## src/rtl/eirq_pkg.sv

```systemverilog
// Package: shared constants for the external interrupt request controller.
// Assumes: 8-bit control registers, 3-bit priority levels.
package eirq_pkg;
    localparam int LVL_W      = 3;
    localparam int REG_W      = 8;
    localparam int BIT_PEND   = 3;
    localparam int BIT_POL    = 4;
    localparam int BIT_LVLMOD = 5;
endpackage

```

## src/rtl/irq_pin_detect.sv

```systemverilog
// Module: irq_pin_detect
// Synchronises one raw pin through two flops and produces a one-cycle
// trigger for the selected edge, or a continuous trigger in level mode.
// Assumes: dual-edge is used only with edge mode; level mode takes precedence.
module irq_pin_detect (
    input  logic clk,
    input  logic rst_n,
    input  logic pin,
    input  logic pol,
    input  logic lvl_mode,
    input  logic dual,
    output logic trig
);
    logic s1_q, s2_q, prev_q;

    // Two-flop synchroniser followed by a one-cycle history flop.
    always_ff @(posedge clk) begin
        if (!rst_n) begin
            s1_q   <= 1'b0;
            s2_q   <= 1'b0;
            prev_q <= 1'b0;
        end else begin
            s1_q   <= pin;
            s2_q   <= s1_q;
            prev_q <= s2_q;
        end
    end

    logic changed;
    // Decode the configured trigger condition from the synchronised value.
    always_comb begin
        changed = s2_q ^ prev_q;
        if (lvl_mode)
            trig = (s2_q == pol);
        else if (dual)
            trig = changed;
        else
            trig = changed && (s2_q == pol);
    end
endmodule

```

## src/rtl/irq_src_reg.sv

```systemverilog
// Module: irq_src_reg
// Holds one source's control register: priority, polarity, mode and the
// pending flag. A hardware trigger wins over any clear in the same cycle.
// Assumes: wr_sel is asserted only when this source's address is written.
module irq_src_reg
    import eirq_pkg::*;
(
    input  logic             clk,
    input  logic             rst_n,
    input  logic             wr_sel,
    input  logic [REG_W-1:0] wdata,
    input  logic             trig,
    input  logic             ack_hit,
    output logic [LVL_W-1:0] prio,
    output logic             pol,
    output logic             lvl_mode,
    output logic             pend
);
    // Configuration fields: loaded on write, bits 7:6 dropped.
    always_ff @(posedge clk) begin
        if (!rst_n) begin
            prio     <= '0;
            pol      <= 1'b0;
            lvl_mode <= 1'b0;
        end else if (wr_sel) begin
            prio     <= wdata[LVL_W-1:0];
            pol      <= wdata[BIT_POL];
            lvl_mode <= wdata[BIT_LVLMOD];
        end
    end

    // Pending flag: set by trigger, cleared by acknowledge or by writing 0.
    always_ff @(posedge clk) begin
        if (!rst_n)
            pend <= 1'b0;
        else if (trig)
            pend <= 1'b1;
        else if (ack_hit)
            pend <= 1'b0;
        else if (wr_sel && !wdata[BIT_PEND])
            pend <= 1'b0;
    end

    assert_ack_clears_R4: assert property (@(posedge clk) disable iff (!rst_n)
        (ack_hit && !trig) |=> !pend);

    assert_write_one_keeps_R5: assert property (@(posedge clk) disable iff (!rst_n)
        (wr_sel && wdata[BIT_PEND] && !trig && !ack_hit) |=> (pend == $past(pend)));
endmodule

```

## src/rtl/irq_arbiter.sv

```systemverilog
// Module: irq_arbiter
// Picks the pending source with the highest level strictly above the CPU
// level; ties go to the lowest index. Outputs are registered.
// Assumes: prio_flat packs LVL_W bits per source, source 0 lowest.
module irq_arbiter
    import eirq_pkg::*;
#(
    parameter int NUM_SRC = 6,
    localparam int IDX_W  = (NUM_SRC > 1) ? $clog2(NUM_SRC) : 1
) (
    input  logic                     clk,
    input  logic                     rst_n,
    input  logic [NUM_SRC-1:0]       pend_vec,
    input  logic [NUM_SRC*LVL_W-1:0] prio_flat,
    input  logic [LVL_W-1:0]         cpu_ipl,
    output logic                     irq_req,
    output logic [IDX_W-1:0]         irq_idx,
    output logic [LVL_W-1:0]         irq_lvl
);
    logic             found;
    logic [IDX_W-1:0] best_idx;
    logic [LVL_W-1:0] best_lvl;

    // Scan sources in ascending order; strict compare keeps the lowest index on ties.
    always_comb begin
        found    = 1'b0;
        best_idx = '0;
        best_lvl = '0;
        for (int i = 0; i < NUM_SRC; i++) begin
            if (pend_vec[i] && (prio_flat[i*LVL_W +: LVL_W] > cpu_ipl)
                && (prio_flat[i*LVL_W +: LVL_W] > best_lvl)) begin
                found    = 1'b1;
                best_idx = IDX_W'(i);
                best_lvl = prio_flat[i*LVL_W +: LVL_W];
            end
        end
    end

    // Register the decision towards the CPU.
    always_ff @(posedge clk) begin
        if (!rst_n) begin
            irq_req <= 1'b0;
            irq_idx <= '0;
            irq_lvl <= '0;
        end else begin
            irq_req <= found;
            irq_idx <= best_idx;
            irq_lvl <= best_lvl;
        end
    end

    assert_req_level_nonzero_R2: assert property (@(posedge clk) disable iff (!rst_n)
        irq_req |-> (irq_lvl != '0));

    assert_req_above_ipl_R3: assert property (@(posedge clk) disable iff (!rst_n)
        irq_req |-> (irq_lvl > $past(cpu_ipl)));
endmodule

```

## src/rtl/ext_irq_ctrl.sv

```systemverilog
// Module: ext_irq_ctrl (top)
// External interrupt request controller: per-pin detection and control
// registers, a both-edges enable register at address NUM_SRC, and a
// priority arbiter towards the CPU.
// Assumes: NUM_SRC <= 8 so the enable register fits one data word.
module ext_irq_ctrl
    import eirq_pkg::*;
#(
    parameter int NUM_SRC = 6,
    localparam int IDX_W  = (NUM_SRC > 1) ? $clog2(NUM_SRC) : 1,
    localparam int ADDR_W = $clog2(NUM_SRC + 1)
) (
    input  logic               clk,
    input  logic               rst_n,
    input  logic [NUM_SRC-1:0] ext_pin,
    input  logic               reg_wr,
    input  logic [ADDR_W-1:0]  reg_addr,
    input  logic [REG_W-1:0]   reg_wdata,
    output logic [REG_W-1:0]   reg_rdata,
    input  logic [LVL_W-1:0]   cpu_ipl,
    input  logic               ack_valid,
    input  logic [IDX_W-1:0]   ack_idx,
    output logic               irq_req,
    output logic [IDX_W-1:0]   irq_idx,
    output logic [LVL_W-1:0]   irq_lvl
);
    logic [NUM_SRC-1:0]       dual_q;
    logic [NUM_SRC-1:0]       pend_vec;
    logic [NUM_SRC*LVL_W-1:0] prio_flat;
    logic [REG_W-1:0]         ctrl_rd [NUM_SRC];

    // Both-edges enable register.
    always_ff @(posedge clk) begin
        if (!rst_n)
            dual_q <= '0;
        else if (reg_wr && reg_addr == ADDR_W'(NUM_SRC))
            dual_q <= reg_wdata[NUM_SRC-1:0];
    end

    for (genvar g = 0; g < NUM_SRC; g++) begin : g_src
        logic             trig;
        logic             pol;
        logic             lvl_mode;
        logic [LVL_W-1:0] prio;

        irq_pin_detect det_i (
            .clk      (clk),
            .rst_n    (rst_n),
            .pin      (ext_pin[g]),
            .pol      (pol),
            .lvl_mode (lvl_mode),
            .dual     (dual_q[g]),
            .trig     (trig)
        );

        irq_src_reg reg_i (
            .clk      (clk),
            .rst_n    (rst_n),
            .wr_sel   (reg_wr && reg_addr == ADDR_W'(g)),
            .wdata    (reg_wdata),
            .trig     (trig),
            .ack_hit  (ack_valid && ack_idx == IDX_W'(g)),
            .prio     (prio),
            .pol      (pol),
            .lvl_mode (lvl_mode),
            .pend     (pend_vec[g])
        );

        assign prio_flat[g*LVL_W +: LVL_W] = prio;
        assign ctrl_rd[g] = {2'b00, lvl_mode, pol, pend_vec[g], prio};
    end

    // Read multiplexer over control registers and the enable register.
    always_comb begin
        reg_rdata = '0;
        for (int i = 0; i < NUM_SRC; i++)
            if (reg_addr == ADDR_W'(i))
                reg_rdata = ctrl_rd[i];
        if (reg_addr == ADDR_W'(NUM_SRC))
            for (int j = 0; j < NUM_SRC; j++)
                reg_rdata[j] = dual_q[j];
    end

    irq_arbiter #(.NUM_SRC(NUM_SRC)) arb_i (
        .clk       (clk),
        .rst_n     (rst_n),
        .pend_vec  (pend_vec),
        .prio_flat (prio_flat),
        .cpu_ipl   (cpu_ipl),
        .irq_req   (irq_req),
        .irq_idx   (irq_idx),
        .irq_lvl   (irq_lvl)
    );
endmodule

```

## config.mk

```make
export PLATFORM = sky130hd
export DESIGN_NAME = ext_irq_ctrl
export DESIGN_NICKNAME = d
export VERILOG_FILES = /design/src/rtl/eirq_pkg.sv /design/src/rtl/irq_pin_detect.sv /design/src/rtl/irq_src_reg.sv /design/src/rtl/irq_arbiter.sv /design/src/rtl/ext_irq_ctrl.sv
export SDC_FILE = /design/constraint.sdc
export NUM_CORES = 1
export LEC_CHECK = 0
export BUFFER_PORTS_ARGS = -buffer_cell sky130_fd_sc_hd__buf_4
export CORE_MARGIN = 2
export CORE_UTILIZATION = 64
export CTS_CLUSTER_SIZE = 16
export DETAILED_ROUTE_END_ITERATION = 6
export HOLD_SLACK_MARGIN = 0.1
export PLACE_DENSITY = 0.85
export SLEW_MARGIN = 30
export SYNTH_ARGS = -nofsm -noshare
export SYNTH_HDL_FRONTEND = slang
export SYNTH_SLANG_ARGS = --single-unit
```

## constraint.sdc

```tcl
create_clock -name clk -period 17.5 [get_ports clk]
set_input_delay 1.75 -clock clk [delete_from_list [all_inputs] [get_ports clk]]
set_output_delay 1.75 -clock clk [all_outputs]
set_load 0.03 [all_outputs]
```

; ---- Word-level counts from Yosys, hierarchy flattened
; Cells that the tools add are included.
[word_totals]
reg_bits = 67
inputBits = 27
out_inout_bits = 15
wordCells = 184
[op_classes]
magnitude_cmp = 12
n_eq_ne = 17
n_mux = 54
bitwise_logic = 7
n_reduce_logical = 47
[op_table]
columns = cell, n
row1 = $mux W8, 5
row2 = $logic_and A1 B1 Y1, 37
row3 = $mux W1, 37
row4 = $gt A3 B3 Y1, 11
row5 = $mux W3, 8
row6 = $reduce_bool A3 Y1, 6
row7 = $eq A3 B3 Y1 const B, 5
row8 = $eq A3 B2 Y1 const B, 4
row9 = $mux W6, 2
row10 = $eq A1 B1 Y1, 6
row11 = $eq A3 B1 Y1 const B, 2
row12 = $logic_not A3 Y1, 2
row13 = $xor A1 B1 Y1, 6
row14 = $mux W2, 2
row15 = $gt A3 B1 Y1 const B, 1
row16 = $reduce_or A3 Y1, 1
row17 = $logic_not A1 Y1, 1
row18 = $not A1 Y1, 1

; ---- Logic depth before layout (Yosys ltp)
; Gate-level depths: netlist (run 1).
[logic_depth]
ltp_word = 19
ltp_mapped = 44
depth_no_buf = 43

; ---- Hierarchy
; Synthesis (run 1) repeated with hierarchy kept, for this count alone.
[unflattened]
cells_unflattened = 440
area_unflattened_um2 = 4274.1
[by_module_without_submodules]
columns = mod, n_inst, cells_each, area_each_um2, seq_area_each_um2
row1 = irq_src_reg, 6, 20, 246.5, 120.1
row2 = irq_arbiter, 1, 162, 1281.2, 140.1
row3 = ext_irq_ctrl, 1, 98, 838.3, 120.1
row4 = irq_pin_detect, 6, 10, 112.6, 60.1

; ---- Worst setup path after synthesis (run 1)
; No wires, ideal clock.
[synth_path]
path_type = input-to-reg
from = input port cpu_ipl[1]
to = register arb_i.irq_lvl[0]
setup_ns = 0.127
t_arrival_ns = 8.497
required_ns = 17.373
path_slack_ns = 8.876
stages = 42
n_path_buf = 1
cell_sequence = inv_1 > ha_1 > nor2b_4 > o21a_4 > o211a_1 > inv_1 > ha_1 > a21oi_1 > a22oi_2 > nand2_1 > mux2_2 > ha_1 > nand3_1 > nand3_1 > and3b_1 > a211oi_1 > nor2_1 > inv_1 > [6 not listed] > nand2_1 > ha_1 > a21oi_1 > nand3b_1 > nor4_1 > a2111o_1 > nor2_4 > mux2_1 > ha_1 > inv_1 > a21o_1 > a21oi_1 > or3_1 > buf_1 > nand2_1 > a21oi_1 > nand3_1 > o211ai_1
[synth_via]
elab_chain_cells = 19
word_cells_on_any_way = 29
classes_between = 11 x order compare / 6 x mux / 12 x reduce/logical
[synth_lines]
columns = item, line
row1 = from (decl), ext_irq_ctrl.sv:20  ; input logic [LVL_W-1:0] cpu_ipl,
row2 = $gt A3 B3 Y1, irq_arbiter.sv:30  ; if (pend_vec[i] && (prio_flat[i*LVL_W +: LVL_W] > cpu_ipl)
row3 = $logic_and A1 B1 Y1, irq_arbiter.sv:30
row4 = $logic_and A1 B1 Y1, irq_arbiter.sv:31  ; && (prio_flat[i*LVL_W +: LVL_W] > best_lvl)) begin
row5 = $mux W3, irq_arbiter.sv:30
row6 = $gt A3 B3 Y1, irq_arbiter.sv:31
row7 = $logic_and A1 B1 Y1, irq_arbiter.sv:31
row8 = $mux W3, irq_arbiter.sv:30
row9 = $gt A3 B3 Y1, irq_arbiter.sv:31
row10 = [3 not listed], -
row11 = $logic_and A1 B1 Y1, irq_arbiter.sv:31
row12 = $mux W3, irq_arbiter.sv:30
row13 = $gt A3 B3 Y1, irq_arbiter.sv:31
row14 = $logic_and A1 B1 Y1, irq_arbiter.sv:31
row15 = $mux W3, irq_arbiter.sv:30
row16 = $gt A3 B3 Y1, irq_arbiter.sv:31
row17 = $logic_and A1 B1 Y1, irq_arbiter.sv:31
row18 = $mux W3 *, irq_arbiter.sv:30
row19 = to (signal assigned), irq_arbiter.sv:48  ; irq_lvl <= best_lvl;
row20 = to (decl), irq_arbiter.sv:18  ; output logic [LVL_W-1:0] irq_lvl
; Every way passes the cells marked *; elsewhere a longest branch is shown, timed or not.
; A chain may end at the register's enable or synchronous reset.

; ---- Final worst setup path (run 1)
[layout_path]
from = input port cpu_ipl[1]
to = register arb_i.irq_lvl[1]
; The elaborated chain is that of the path after synthesis.

==> results of run 1 <==
==> power by group through the flow <==
stage	Combinational (mW)	Clock [mW]	Sequential (mW)
3_3_place_gp	0.0400	0	0.165
6_report	0.0428	0.145	0.162
4_1_cts	0.0424	0.146	0.162
2_1_floorplan	0.0285	0	0.163
5_1_grt	0.0469	0.153	0.162
3_5_place_dp	0.0420	0	0.165
==> cell families (layout without fill, tap and decap cells) <==
group,Yosys count,in the layout
AOI/OAI and AO/OA,112,112
xor gates and xnor gates,12,12
adders and majority gates,31,31
buffers and inverters,45,79
DFF,67,67
muxes,44,44
other,1,2
and+or+nand+nor,159,159
==> metal layers <==
| metal | wire length (um) | share of wire | vias up |
|---|---|---|---|
| met5 | 0 | 0 | - |
| met4 | 437 | 0.043 | 0 |
| met3 | 596 | 0.058 | 39 |
| met2 | 5100 | 0.50 | 157 |
| met1 | 4140 | 0.40 | 1741 |
| li1 | - | - | 1763 |
==> area by class of cell <==
cell class                 count  area [um^2]
multi-input combinational    360         2600
fill                         466         1630
sequential                    67         1340
timing repair buffer          38          285
clock buffer                   9          124
clock inverter                 7         98.8
tap                           77         96.3
inverter                      25         93.8
==> stage by stage <==
step	total power [mW]	hold WS [ns]	cell area [um^2]	utilization
6_report	0.350	0.439	4640	0.740
3_5_place_dp	0.207	0.419	4420	0.703
4_1_cts	0.350	0.443	4640	0.739
5_1_grt	0.362	0.463	4640	0.740
3_3_place_gp	0.205	0.415	4410	0.702
2_1_floorplan	0.192	0.412	4110	-
==> cell usage in the layout (no fill, tap or decap), types with 15 or more instances in the layout <==
cell	n
nand2_1	17
a22oi_1	15
o21ai_0	21
buf_4	38
nand3_1	30
nor2_1	45
and2_1	19
mux2i_1	36
dfxtp_1	67
a21oi_1	25
inv_1	25
ha_1	31
==> sequential cells by signal (all words and copies together), names as in the netlist <==
register / count
g_src.reg_i.lvl_mode: 6
g_src.reg_i.pend: 6
arb_i.irq_req: 1
g_src.reg_i.prio: 18
g_src.det_i.prev_q: 6
arb_i.irq_lvl: 3
dual_q: 6
g_src.det_i.s1_q: 6
g_src.reg_i.pol: 6
arb_i.irq_idx: 3
g_src.det_i.s2_q: 6
==> critical path: cells and delay by family <==
kind	cells	cell delay, ns
AOI/OAI and AO/OA	15	2.57
adders and majority gates	6	1.66
buffers and inverters	5	0.55
muxes	2	0.70
and+or+nand+nor	14	2.50
==> path summary, 6_finish.rpt <==
kind	startpoint	endpoint	slack (ns)	depth (start not counted)
min reg2reg	g_src[5].det_i.s1_q	g_src[5].det_i.s2_q	0.44	1
max	cpu_ipl[1]	arb_i.irq_lvl[1]	7.99	42
max reg2reg	g_src[0].reg_i.prio[1]	arb_i.irq_lvl[1]	9.28	40
min	g_src[5].det_i.s1_q	g_src[5].det_i.s2_q	0.44	1
==> results.txt, run 1 <==
CP required -> 17.73 ns
sw power -> 0.0942 mW
register area share after synthesis -> 0.327
Layout Cells excl Fill -> 583
Simple-Gate Fraction of Synth Area -> 0.207
Mapped Area -> 4100 um^2
post-CTS setup buffers -> 0
CTS Hold Buffers Added -> 0
area delta synth->final -> 13.2%
GRT busiest layer -> met2
gr ovfl total -> 0
Worst Path Arrival -> 9.75 ns
peak supply drop -> 0.0000800 V
Flop pwr share -> 0.462
leading cell type by number of instances after synthesis -> dfxtp_1
final setup fails -> 0
Skew-Pair Late Insertion Delay -> 0.35 ns
synth unique cells -> 61
Critical Path Sink Type -> flop
Synth Area in Compound Gates -> 0.192
Yosys top cell by area -> dfxtp_1
IO buf count -> 37
mux cell area share after synthesis -> 0.110
post_cts resized -> 0
Worst Setup Start Kind -> input port
Least-Margin Pin Slew -> 0.792 ns
asr flop ratio synth -> 0
initial DRC count -> 180
worst clock skew -> 0.0128 ns
cell total after placement -> 567
Final Routed Wirelength -> 10300 um
Layout Nets -> 559
Total GRT Usage -> 0.302
clock slew seen by the registers of the worst setup and hold paths -> 0.08 ns
relative slew slack -> 0.471
post-DR vias/cell -> 6.35
Syn Area/Cell -> 8.71 um^2
DRT antenna net count -> 0
clock power share -> 0.415
Setup WS pre-CTS -> 7.70 ns
Placeable Area -> 6280 um^2
Remaining DRCs -> 0
WL/cell -> 17.6 um
Synth Area in XOR/XNOR -> 0.0256
share of the synthesized area in the top cell type -> 0.327
vias in the first global route -> 3686
vias -> 3700
initial antenna violation count -> 0
placer congestion estimate -> 0.884
Die H -> 84.1 um
most used cell, CP -> ha_1
Fin. Hold Viols -> 0
root buffer cell -> clkbuf_8
Final Worst Setup Slack -> 7.99 ns
FMAX -> 105 MHz
Die Wd -> 84.1 um
MaxCap Viol Count -> 0
Max stage delay cell, worst path -> or3_1
Ports -> 42
crit path time final -> 9.51 ns
layout cells sized above 1 -> 0.162
max incr delay on CP -> 0.54 ns
PwrDens -> 75.4 nW/um^2
Pre-antenna DRT Iters -> 6
outcome -> complete, no violations
Initial Utilization -> 0.654
worst-path maximum fanout -> 10
Synth Instances -> 471
clk buf depth -> 2
Switching Share -> 0.269
HPWL after detailed placement -> 7410 um
ANT cells -> 0
leak pwr -> 1.98 nW
Post-synth EDFFs -> 0
largest net degree at the start of global routing -> 33
Synth Area in Adders -> 0.0945
first-pass GRT wire length -> 17000 um
Setup Crit Path Kind -> in -> reg
final number of max-transition violations -> 0
DIE AREA -> 7070 um^2
Synth Flop Type -> dfxtp_1
FP Rows -> 29
met3 Resource Use GR -> 0.0643
RSZ-0062 raised after global routing -> no
clock buffer count from CTS -> 9
post-synthesis register bit count -> 67
internal power -> 0.256 mW
Synth area leaders -> dfxtp_1 (33%), ha_1 (9.5%), mux2i_1 (8.8%), nor2_1 (4.1%), nand3_1 (3.7%)
M1 GR Usage -> 0.343
Hold Path Class -> reg -> reg
CTS sink count -> 67
Setup Total Neg Slack -> 0 ns
met2 usage -> 0.532
CTS tree -> built
Tcrit/Tclk final -> 0.544
H-tree Lvls -> 3
synth cell count leaders -> dfxtp_1 (67), nor2_1 (45), mux2i_1 (36), ha_1 (31), nand3_1 (30)
combinational power share -> 0.122
yosys warns -> 0
largest family of logic cells by synthesized area -> simple AND/OR/NAND/NOR gates
Power figures use the tool's default switching activity.
==> inputs of run 2 (changes only) <==
- ABC_AREA: default -> 1
- CORE_UTILIZATION: 64 -> 59
- PLACE_DENSITY: 0.85 -> 0.79
- clock period: 17.5 -> 8.8 ns (I/O delays scaled with it)
==> results.txt, run 2 <==
met3 Resource Use GR -> 0.0544 (was 0.0643)
max incr delay on CP -> 0.34 ns (was 0.54 ns)
outcome -> complete, no violations (unchanged)
commonest non-fill, non-tap cell in the layout -> inv_1 (was dfxtp_1)
vias -> 3597 (was 3700)
Critical Path Sink Type -> flop (unchanged)
Synth Instances -> 515 (was 471)
Syn Area/Cell -> 7.35 um^2 (was 8.71 um^2)
final setup fails -> 0 (unchanged)
PwrDens -> 161 nW/um^2 (was 75.4 nW/um^2)
first-pass GRT wire length -> 15400 um (was 17000 um)
internal power -> 0.508 mW (was 0.256 mW)
DRT antenna net count -> 0 (unchanged)
clk buf depth -> 2 (unchanged)
Initial Utilization -> 0.603 (was 0.654)
Worst Setup Start Kind -> input port (unchanged)
Util after Layout -> 0.690 (was 0.740)
Skew-Pair Late Insertion Delay -> 0.34 ns (was 0.35 ns)
FMAX -> 142 MHz
CTS sink count -> 67 (unchanged)
worst clock skew -> 0.00885 ns (was 0.0128 ns)
Setup Total Neg Slack -> 0 ns (unchanged)
Hold Path Class -> reg -> reg (unchanged)
M1 GR Usage -> 0.317 (was 0.343)
IO buf count -> 37 (unchanged)
CP required -> 9.05 ns (was 17.73 ns)
peak supply drop -> 0.000125 V (was 0.0000800 V)
synth unique cells -> 40 (was 61)
final number of max-transition violations -> 0 (unchanged)
placer congestion estimate -> 0.895 (was 0.884)
Max stage delay cell, worst path -> ha_1 (was or3_1)
clock slew seen by the registers of the worst setup and hold paths -> 0.08 ns (about the same)
relative slew slack -> 0.411 (was 0.471)
post_cts resized -> 0 (unchanged)
area delta synth->final -> 14.4% (was 13.2%)
most used cell, CP -> inv_1 (was ha_1)
Flop pwr share -> 0.466 (was 0.462)
register area share after synthesis -> 0.354 (was 0.327)
initial antenna violation count -> 0 (unchanged)
ANT cells -> 0 (unchanged)
initial DRC count -> 226 (was 180)
MaxCap Viol Count -> 0 (unchanged)
HPWL after detailed placement -> 6910 um (was 7410 um)
Ports -> 42 (unchanged)
Pwr Total -> 0.697 mW (was 0.350 mW)
CP bufs+invs -> 10 (was 5)
post-CTS setup buffers -> 0 (unchanged)
Pre-antenna DRT Iters -> 5 (was 6)
Switching Share -> 0.271 (was 0.269)
Die Wd -> 84.1 um (about the same)
CTS tree -> built (unchanged)
hold_ws -> 0.420 ns (was 0.439 ns)
Total GRT Usage -> 0.269 (was 0.302)
Die H -> 84.1 um (about the same)
DIE AREA -> 7080 um^2 (was 7070 um^2)
worst-path maximum fanout -> 9 (was 10)
share of the synthesized area in the top cell type -> 0.354 (was 0.327)
combinational power share -> 0.127 (was 0.122)
leading cell type by number of instances after synthesis -> inv_1 (was dfxtp_1)
max reg flops -> 18 (unchanged)
gr ovfl total -> 0 (unchanged)
Synth area leaders -> dfxtp_1 (35%), ha_1 (10%), inv_1 (7.9%), nand2_1 (7.4%), o21ai_0 (7.4%) (was dfxtp_1 (33%), ha_1 (9.5%), mux2i_1 (8.8%), nor2_1 (4.1%), nand3_1 (3.7%))
Fin. Hold Viols -> 0 (unchanged)
largest net degree at the start of global routing -> 60 (was 33)
Placeable Area -> 6280 um^2 (unchanged)
crit-path leading delay family -> simple AND/OR/NAND/NOR gates (was compound AO/OA/AOI/OAI gates)
Least-Margin Pin Slew -> 0.877 ns (was 0.792 ns)
Remaining DRCs -> 0 (unchanged)
Final Routed Wirelength -> 9200 um (was 10300 um)
H-tree Lvls -> 3 (unchanged)
GRT busiest layer -> met2 (unchanged)
post-synthesis register bit count -> 67 (unchanged)
layout cells sized above 1 -> 0.147 (was 0.162)
Mapped Area -> 3790 um^2 (was 4100 um^2)
leak pwr -> 2.00 nW (was 1.98 nW)
FP Rows -> 29 (unchanged)
Post-synth EDFFs -> 0 (unchanged)
Yosys top cell by area -> dfxtp_1 (unchanged)
RSZ-0062 raised after global routing -> no (unchanged)
Synth Flop Type -> dfxtp_1 (unchanged)
clock power share -> 0.406 (was 0.415)
crit path time final -> 7.05 ns
Largest Register -> g_src.reg_i.prio (unchanged)
asr flop ratio synth -> 0 (unchanged)
root buffer cell -> clkbuf_8 (unchanged)
met2 usage -> 0.454 (was 0.532)
yosys warns -> 0 (unchanged)
clock buffer count from CTS -> 9 (unchanged)
Worst Path Arrival -> 7.30 ns (was 9.75 ns)
vias in the first global route -> 3483 (was 3686)
WL/cell -> 14.5 um (was 17.6 um)
Setup Crit Path Kind -> in -> reg (unchanged)
post-DR vias/cell -> 5.66 (was 6.35)
Layout Nets -> 611 (was 559)
most frequent cells in the layout -> inv_1 (80), nand2_1 (75), dfxtp_1 (67) (was dfxtp_1 (67), nor2_1 (45), buf_4 (38))
CTS Hold Buffers Added -> 0 (unchanged)
synth cell count leaders -> inv_1 (80), nand2_1 (75), dfxtp_1 (67), o21ai_0 (56), nor2_1 (46) (was dfxtp_1 (67), nor2_1 (45), mux2i_1 (36), ha_1 (31), nand3_1 (30))
sw power -> 0.189 mW (was 0.0942 mW)
Tcrit/Tclk final -> 0.801
[run 2: changes by cell type after synthesis, moves of 11 or more]
cell and change:
o21ai_0 +35, mux2i_1 -36, inv_1 +55, and2_1 -18
nor2b_1 -11, a22oi_1 -15, nand2_1 +58, a21oi_1 +20
[run 2: metal layers]
| metal | vias up | wire, um |
|---|---|---|
| met5 | - | 0 |
| met4 | 0 | 429 |
| met3 | 38 | 526 |
| met2 | 127 | 4410 |
| met1 | 1633 | 3840 |
| li1 | 1799 | - |
[run 2: cells by family (layout without fill, tap and decap cells)]
family	count (synthesis)	count (layout)	synth area share
fa+ha+maj	31	31	0.102
other cells	1	2	0.000990
compound gates	141	141	0.215
xor+xnor	4	4	0.00925
buf+inv	95	137	0.0961
simple gates	176	176	0.222
flops	67	67	0.354
[run 2: power by group through the flow]
stage	registers (mW)	clock network (mW)	logic (mW)
2_1_floorplan	0.329	0	0.0590
3_3_place_gp	0.331	0	0.0833
3_5_place_dp	0.332	0	0.0874
4_1_cts	0.325	0.286	0.0881
5_1_grt	0.326	0.299	0.0991
6_report	0.325	0.283	0.0887
[run 2: worst register-to-register path, delay by kind of cell, from the launching register on]
kind	cells	cell delay [ns]
buf+inv	9	0.57
compound gates	9	1.39
simple gates	20	2.45
flops	1	0.30
fa+ha+maj	6	1.74
[run 2: cell type report]
class / count / area, um^2
clock buffers: 10 / 128
clock inverters: 6 / 90.1
fillers: 540 / 1940
inverters: 84 / 315
multi-input cells: 354 / 2090
flip-flops and latches: 67 / 1340
well taps: 77 / 96.3
repair buffers: 37 / 278
[run 2: path summary, 6_finish.rpt]
path | cells after the start | to | from | slack [ns]
min | 2 | g_src[1].det_i.s2_q | g_src[1].det_i.s1_q | 0.42
max | 45 | arb_i.irq_lvl[0] | cpu_ipl[2] | 1.75
min reg2reg | 2 | g_src[1].det_i.s2_q | g_src[1].det_i.s1_q | 0.42
max reg2reg | 44 | arb_i.irq_lvl[0] | g_src[0].reg_i.prio[0] | 2.25
[run 2: through the flow]
stage	std cells	area, um^2	worst slack, ns
after CTS	635	4330	1.80
after global placement	619	4120	1.61
after detailed placement	619	4120	1.43
after global routing	635	4330	0.962
after floorplan	516	3790	2.38
final	635	4330	1.75
==> inputs of run 3 (changes only) <==
- ABC_AREA: 1 -> 0
- clock period: 8.8 -> 6.6 ns (I/O delays scaled with it)
==> results.txt, run 3 (synthesis results as in run 1) <==
DIE AREA -> 7640 um^2 (was 7080 um^2)
crit-path leading delay family -> compound AO/OA/AOI/OAI gates (was simple AND/OR/NAND/NOR gates)
Largest Register -> g_src.reg_i.prio (unchanged)
clock slew seen by the registers of the worst setup and hold paths -> 0.08 ns (about the same)
largest net degree at the start of global routing -> 34 (was 60)
failing checks -> design-rule violations, negative setup slack
MaxCap Viol Count -> 0 (unchanged)
FMAX -> 139 MHz
max incr delay on CP -> 0.46 ns (was 0.34 ns)
most used cell, CP -> ha_4 (was inv_1)
Least-Margin Pin Slew -> 0.856 ns (was 0.877 ns)
CP bufs+invs -> 5 (was 10)
Util after Layout -> 0.802 (was 0.690)
CTS sink count -> 67 (unchanged)
placer congestion estimate -> 0.933 (was 0.895)
worst clock skew -> 0.0112 ns (was 0.00885 ns)
FP Rows -> 30 (was 29)
Hold Startpoint -> g_src[0].det_i.s1_q (was g_src[1].det_i.s1_q)
Skew-Pair Late Insertion Delay -> 0.34 ns (about the same)
Max stage delay cell, worst path -> a2111o_1 (was ha_1)
H-tree Lvls -> 3 (unchanged)
Worst Hold Path EP -> g_src[0].det_i.s2_q (was g_src[1].det_i.s2_q)
Setup Crit Path Kind -> in -> reg (unchanged)
worst-path maximum fanout -> 5 (was 9)
PwrDens -> 174 nW/um^2 (was 161 nW/um^2)
peak supply drop -> 0.000192 V (was 0.000125 V)
hold_ws -> 0.435 ns (was 0.420 ns)
hold path cells -> 1 (was 2)
clk buf depth -> 2 (unchanged)
Final Worst Setup Slack -> -0.612 ns (was 1.75 ns)
Area after DPL -> 4910 um^2 (was 4120 um^2)
Die Wd -> 87.4 um (was 84.1 um)
crit path time final -> 7.21 ns
HPWL after detailed placement -> 7870 um (was 6910 um)
initial DRC count -> 201 (was 226)
cell total after placement -> 612 (was 619)
DRT antenna net count -> 0 (unchanged)
Worst Path Arrival -> 7.44 ns (was 7.30 ns)
R2R setup slack -> -0.48 ns (was 2.25 ns)
WL/cell -> 18.2 um (was 14.5 um)
design area -> 5420 um^2 (was 4330 um^2)
CP required -> 6.83 ns (was 9.05 ns)
Initial Utilization -> 0.607 (was 0.603)
Worst R2R Path Depth -> 42 (was 44)
layout cells sized above 1 -> 0.332 (was 0.147)
initial antenna violation count -> 0 (unchanged)
met2 usage -> 0.513 (was 0.454)
area delta synth->final -> 32.1% (was 14.4%)
RR Endpoint -> arb_i.irq_lvl[0] (unchanged)
Remaining DRCs -> 8 (was 0)
Fin. Hold Viols -> 0 (unchanged)
GRT busiest layer -> met2 (unchanged)
leak pwr -> 2.31 nW (was 2.00 nW)
CTS tree -> built (unchanged)
first-pass GRT wire length -> 17500 um (was 15400 um)
Layout Cells excl Fill -> 643 (was 635)
commonest non-fill, non-tap cell in the layout -> buf_4 (was inv_1)
RSZ-0062 raised after global routing -> yes (was no)
Die H -> 87.4 um (was 84.1 um)
Pre-antenna DRT Iters -> 7 (was 5)
root buffer cell -> clkbuf_8 (unchanged)
ANT cells -> 0 (unchanged)
clock buffer count from CTS -> 9 (unchanged)
Total GRT Usage -> 0.296 (was 0.269)
final number of max-transition violations -> 0 (unchanged)
filler cell count -> 426 (was 540)
Setup Total Neg Slack -> -3.79 ns (was 0 ns)
gr ovfl total -> 0 (unchanged)
vias in the first global route -> 3727 (was 3483)
vias -> 4016 (was 3597)
M1 GR Usage -> 0.351 (was 0.317)
final setup fails -> 7 (was 0)
Tcrit/Tclk final -> 1.09
CTS Hold Buffers Added -> 0 (unchanged)
met3 Resource Use GR -> 0.0540 (was 0.0544)
Hold Path Class -> reg -> reg (unchanged)
Layout Nets -> 616 (was 611)
max reg flops -> 18 (unchanged)
Final Routed Wirelength -> 11700 um (was 9200 um)
IO buf count -> 37 (unchanged)
most frequent cells in the layout -> buf_4 (91), dfxtp_1 (67), nor2_1 (43) (was inv_1 (80), nand2_1 (75), dfxtp_1 (67))
worst r2r src -> g_src[0].reg_i.prio[0] (unchanged)
Placeable Area -> 6760 um^2 (was 6280 um^2)
relative slew slack -> 0.428 (was 0.411)
Worst Setup Start Kind -> input port (unchanged)
outcome -> finished, violations left (was complete, no violations)
post-DR vias/cell -> 6.25 (was 5.66)
Critical Path Sink Type -> flop (unchanged)
Ports -> 42 (unchanged)
-- run 3: where the power goes --
group	internal, mW	switching [mW]
Clock	0.215	0.169
Sequential	0.416	0.0130
Combinational	0.0556	0.0734
Total	0.687	0.255
-- run 3: worst max-delay path by stage --
| stage | start | end | slack (ns) | cells past startpoint |
|---|---|---|---|---|
| after detailed placement | cpu_ipl[1] | arb_i.irq_lvl[0] | -0.99 | 41 |
| final | cpu_ipl[1] | arb_i.irq_lvl[0] | -0.61 | 43 |
| after global placement | cpu_ipl[1] | arb_i.irq_lvl[1] | -0.75 | 42 |
| after floorplan | cpu_ipl[1] | arb_i.irq_lvl[1] | -0.65 | 42 |
| after global routing | cpu_ipl[1] | arb_i.irq_lvl[0] | -0.91 | 43 |
| after CTS | cpu_ipl[1] | arb_i.irq_lvl[1] | -0.43 | 41 |
-- run 3: per-layer routing --
metal  share of wire  vias up
li1                -     1879
met2            0.50      177
met4           0.041        0
met3           0.055       48
met5               0        -
met1            0.41     1912
-- run 3: layout make-up --
type,count,area [um^2],area share
Clock inverter,7,98.8,0.0182
Timing Repair Buffer,94,717,0.132
Sequential cell,67,1340,0.247
Inverter,25,101,0.0187
Multi-Input combinational cell,361,2940,0.542
Clock buffer,9,124,0.0229
Tap cell,80,100,0.0185
-- run 3: repair_timing --
action                     CTS  global route
gates resized for setup     17            17
setup buffers               11             3
setup endpoints to repair    7             7
pin swaps                   21            16
gates cloned                 1             0
hold endpoints to repair     0             0
-- run 3: metrics by stage --
stage,total power [mW],setup WS [ns]
after global routing,0.972,-0.910
after detailed placement,0.559,-0.994
after global placement,0.554,-0.746
after floorplan,0.513,-0.650
after CTS,0.940,-0.425
final,0.943,-0.612
